`config.mk`:
```
export PLATFORM = sky130hd
export DESIGN_NAME = dual_mode_cmp
export DESIGN_NICKNAME = d
export VERILOG_FILES = /design/src/rtl/dual_mode_cmp_pkg.sv /design/src/rtl/cmp_sign_cond.sv /design/src/rtl/cmp_ucore.sv /design/src/rtl/dual_mode_cmp.sv
export SDC_FILE = /design/constraint.sdc
export NUM_CORES = 1
export LEC_CHECK = 0
export BUFFER_PORTS_ARGS = -buffer_cell sky130_fd_sc_hd__buf_4
export CELL_PAD_IN_SITES_DETAIL_PLACEMENT = 0
export CELL_PAD_IN_SITES_GLOBAL_PLACEMENT = 1
export CORE_AREA = 2 2 39 41
export DETAILED_ROUTE_END_ITERATION = 16
export DIE_AREA = 0 0 41 43
export GPL_TIMING_DRIVEN = 0
export PLACE_DENSITY = 0.45
export SLEW_MARGIN = 10
export SYNTH_ARGS = -nofsm -noshare
export SYNTH_HDL_FRONTEND = slang
export SYNTH_SLANG_ARGS = --single-unit
export TNS_END_PERCENT = 5
```
`constraint.sdc`:
```
create_clock -name vclk -period 0.9
set_input_delay 0.045 -clock vclk [all_inputs]
set_output_delay 0.045 -clock vclk [all_outputs]
set_load 0.005 [all_outputs]
```
`src/rtl/dual_mode_cmp_pkg.sv`:
```
package dual_mode_cmp_pkg;
    typedef struct packed {
        logic gt;
        logic lt;
        logic eq;
    } cmp_flags_t;
endpackage

```
`src/rtl/cmp_sign_cond.sv`:
```
module cmp_sign_cond #(
    parameter int W = 4
) (
    input  logic [W-1:0] raw,
    input  logic         mode,
    output logic [W-1:0] cond
);
    localparam int TOP = W - 1;

    always_comb begin
        cond      = raw;
        cond[TOP] = raw[TOP] ^ mode;
    end
endmodule

```
`src/rtl/cmp_ucore.sv`:
```
module cmp_ucore
    import dual_mode_cmp_pkg::*;
#(
    parameter int W = 4
) (
    input  logic [W-1:0] x,
    input  logic [W-1:0] y,
    output cmp_flags_t   flags
);
    logic [W-1:0] same_bit;

    genvar g;
    generate
        for (g = 0; g < W; g++) begin : g_xnor
            assign same_bit[g] = ~(x[g] ^ y[g]);
        end
    endgenerate

    cmp_flags_t flags_d;

    always_comb begin
        logic above_same;
        above_same = 1'b1;
        flags_d    = '0;
        for (int i = W - 1; i >= 0; i--) begin
            flags_d.gt = flags_d.gt | (above_same & x[i] & ~y[i]);
            flags_d.lt = flags_d.lt | (above_same & ~x[i] & y[i]);
            above_same = above_same & same_bit[i];
        end
        flags_d.eq = above_same;
    end

    assign flags = flags_d;
endmodule

```
`src/rtl/dual_mode_cmp.sv`:
```
module dual_mode_cmp
    import dual_mode_cmp_pkg::*;
#(
    parameter int W = 4
) (
    input  logic [W-1:0] op_a,
    input  logic [W-1:0] op_b,
    input  logic         signed_mode,
    output logic         a_gt,
    output logic         a_lt,
    output logic         a_eq
);
    localparam int TOP = W - 1;

    logic [W-1:0] a_cond;
    logic [W-1:0] b_cond;
    cmp_flags_t   core_flags;

    cmp_sign_cond #(.W(W)) u_cond_a (.raw(op_a), .mode(signed_mode), .cond(a_cond));
    cmp_sign_cond #(.W(W)) u_cond_b (.raw(op_b), .mode(signed_mode), .cond(b_cond));

    cmp_ucore #(.W(W)) u_core (.x(a_cond), .y(b_cond), .flags(core_flags));

    assign a_gt = core_flags.gt;
    assign a_lt = core_flags.lt;
    assign a_eq = core_flags.eq;

    always_comb begin
        assert_one_hot_R3: assert ($onehot({a_gt, a_lt, a_eq}))
            else $error("R3 flags not one-hot");
        assert_eq_match_R4: assert (a_eq == (op_a == op_b))
            else $error("R4 equality flag mismatch");
        if (op_a[TOP] == op_b[TOP]) begin
            assert_same_sign_R6: assert (a_gt == (op_a > op_b))
                else $error("R6 same-sign result depends on mode");
        end
        if (signed_mode && (op_a[TOP] != op_b[TOP])) begin
            assert_sign_decides_R2: assert (a_gt == op_b[TOP])
                else $error("R2 mixed-sign signed result wrong");
        end
    end
endmodule

```
==> flow_metrics.env <==
export IMPL_status="finished, violations left"
export IMPL_worstSetupEndpoint="a_lt"
export IMPL_cp_max_fo=5
export IMPL_fin_nets=49
export IMPL_utilization_pct=26.04
export IMPL_dp_hpwl_um=433.8
export IMPL_ir_drop_v=0.0001893
export IMPL_synth_nets=35
export IMPL_min_path_type="input port to primary output"
export IMPL_register_area_um2=0
export IMPL_crit_path_end_kind="primary output"
export IMPL_cp_data_required_time_ns=0.85
export IMPL_holdWs_ns=0.4327
export IMPL_drc=0
export IMPL_grt_pass1_vias=202
export IMPL_wl_per_cell_um=11.04
export IMPL_maxSlewViolCount=0
export IMPL_antenna_found_initial=0
export IMPL_setup_violations_final=3
export IMPL_synth_most_common_cell="inv_1"
export IMPL_net_switching_power_uw=102.8
export IMPL_seqPwrFrac_pct=0
export IMPL_die_w_um=41
export IMPL_ys_top_cells_by_count="5 x inv_1, 3 x xor2_1"
export IMPL_synth_area_per_cell_um2=7.247
export IMPL_drive_gt1_share_pct=61.11
export IMPL_failed_checks="setup timing"
export IMPL_worst_ep_arrival_time_ns=1.03
export IMPL_internal_power_uw=127.8
export IMPL_yosysWarnings=0
export IMPL_final_setup_worst_slack_ns=-0.1740
export IMPL_cts_setup_buffers=0
export IMPL_crit_chain="buf_8 -> xor2_4 -> ha_4 -> a31oi_2 -> o21ai_1 -> buf_4"
export IMPL_worstMarginPinSlew_ns=0.1811
export IMPL_combPwrFrac_pct=100.0
export IMPL_fin_setup_tns_ns=-0.4944
export IMPL_drv_cap=0
export IMPL_path_delay_family="adder cells"
export IMPL_cpPeakStageDelay_ns=0.27
export IMPL_first_pass_iters=4
export IMPL_vias=206
export IMPL_vias_per_cell=3.962
export IMPL_die_h_um=43
export IMPL_fp_coreArea_um2=1384
export IMPL_start_util_pct=12.57
export IMPL_grt_max_degree=6
export IMPL_period_needed_ns=1.074
export IMPL_grt_pass1_wl_um=834
export IMPL_nFlopsAndLatches=0
export IMPL_gp_congestion=0.6107
export IMPL_ios=12
export IMPL_synth_area_um2=173.9
export IMPL_cts_hold_buf=0
export IMPL_maxSlewHeadroom_pct=87.83
export IMPL_dieArea_um2=1763
export IMPL_postSynthCellCount=24
export IMPL_grt_overflow=0
export IMPL_min_period_over_period_pct=119.3
export IMPL_n_antenna_cell=0
export IMPL_rows=14
export IMPL_leakage_uw=0.0001563
export IMPL_crit_path_top_delay_cell="ha_4"
export IMPL_pwr_share_clk_pct=0
export IMPL_syn_to_final_growth_pct=107.2
export IMPL_yosys_area_top_type="xor2_1"
export IMPL_nClkBuffers=0
export IMPL_fmax_ghz=0.9311
export IMPL_grt_usage_pct=6.607
export IMPL_yosysTopAreaCellShare_pct=15.11
export IMPL_hold_viol=0
export IMPL_critPathKind="input port to primary output"
export IMPL_ys_seq_area_share_pct=0
export IMPL_yosys_top_cells_area="xor2_1 15%, ha_1 14%, inv_1 11%"
export IMPL_drt_total_wl_um=574
export IMPL_power_density_nw_per_um2=639.8
export IMPL_antenna_left=0
export IMPL_yosysUniqueCellTypes=14
export IMPL_cp_depth=6
export IMPL_numPortBuffers=12
export IMPL_critPathBufInv=2
export IMPL_critPathLaunch="signed_mode"
export IMPL_rsz0062_at_grt="yes"
export IMPL_drt_iter0_markers=1
export IMPL_cp_start_kind="input port"
export IMPL_swShare_pct=44.58
## cells by family (layout without fill, tap and decap cells)
logic type	count (synthesis)	in the layout	synth area share, %
buf+inv	5	17	10.79
xor+xnor	3	3	15.11
simple gates	6	6	28.05
fa+ha+maj	2	2	14.39
compound gates	8	8	31.65
## worst min path at each step
| stage | slack [ns] | startpoint | depth (start not counted) | end |
|---|---|---|---|---|
| global route | 0.49 | op_a[2] | 4 | a_gt |
| CTS | 0.44 | op_a[2] | 4 | a_gt |
| floorplan | 0.22 | op_a[2] | 2 | a_gt |
| global placement | 0.44 | op_a[2] | 4 | a_gt |
| finish | 0.43 | op_a[2] | 4 | a_gt |
| detailed placement | 0.44 | op_a[2] | 4 | a_gt |
## cell type report
| type | count | area (um^2) |
|---|---|---|
| fillers | 148 | 1023 |
| inverters | 5 | 18.77 |
| well taps | 16 | 20.02 |
| multi-input cells | 19 | 216.5 |
| repair buffers | 12 | 105.1 |
## power groups by stage
| stage | registers [uW] | clock network (uW) | logic, uW |
|---|---|---|---|
| floorplan | 0 | 0 | 88.7 |
| global placement | 0 | 0 | 173 |
| detailed placement | 0 | 0 | 177 |
| CTS | 0 | 0 | 209 |
| global route | 0 | 0 | 252 |
| finish | 0 | 0 | 231 |
## placed cells by master, fill, tap and decap left out
cell type and n:
nand2b_1 2, nor4_2 1, inv_1 4, inv_2 1, ha_1 1, xor2_4 2
o211ai_2 1, nand3_2 1, a31oi_2 1, a31oi_1 1, and2b_4 1, xor2_1 1
ha_4 1, buf_8 2, nor2b_2 1, a21oi_1 1, o211ai_1 1, a21boi_1 1
buf_4 10, o21ai_1 2
## worst min-delay path: cells and delay by family
family                 cells  cell delay (ns)
buffers and inverters      2             0.21
AOI/OAI and AO/OA          2             0.13
## per-layer routing
| metal | vias to the layer above | GRT usage (%) | wire (um) |
|---|---|---|---|
| met3 | 0 | 0 | 74 |
| met2 | 12 | 11.88 | 283 |
| li1 | 105 | - | - |
| met1 | 89 | 8.917 | 217 |
| met5 | - | 0 | 0 |
| met4 | 0 | 0 | 0 |
## stage by stage
| step | cell area, um^2 | total power (uW) | instances | worst slack [ns] |
|---|---|---|---|---|
| 2_1_floorplan | 173.9 | 88.73 | 24 | 0.0006026 |
| 3_3_place_gp | 284.0 | 172.8 | 52 | -0.3336 |
| 3_5_place_dp | 284.0 | 176.6 | 52 | -0.3546 |
| 4_1_cts | 334.1 | 209.4 | 52 | -0.1935 |
| 5_1_grt | 360.3 | 252.2 | 52 | -0.2401 |
| 6_report | 360.3 | 230.5 | 52 | -0.1740 |
## repair_timing
action / in CTS / in global routing
gates resized for setup: 7 / 5
gates cloned: 0 / 0
setup endpoints to repair: 3 / 3
Note: power is estimated with default switching activity, not from simulation.
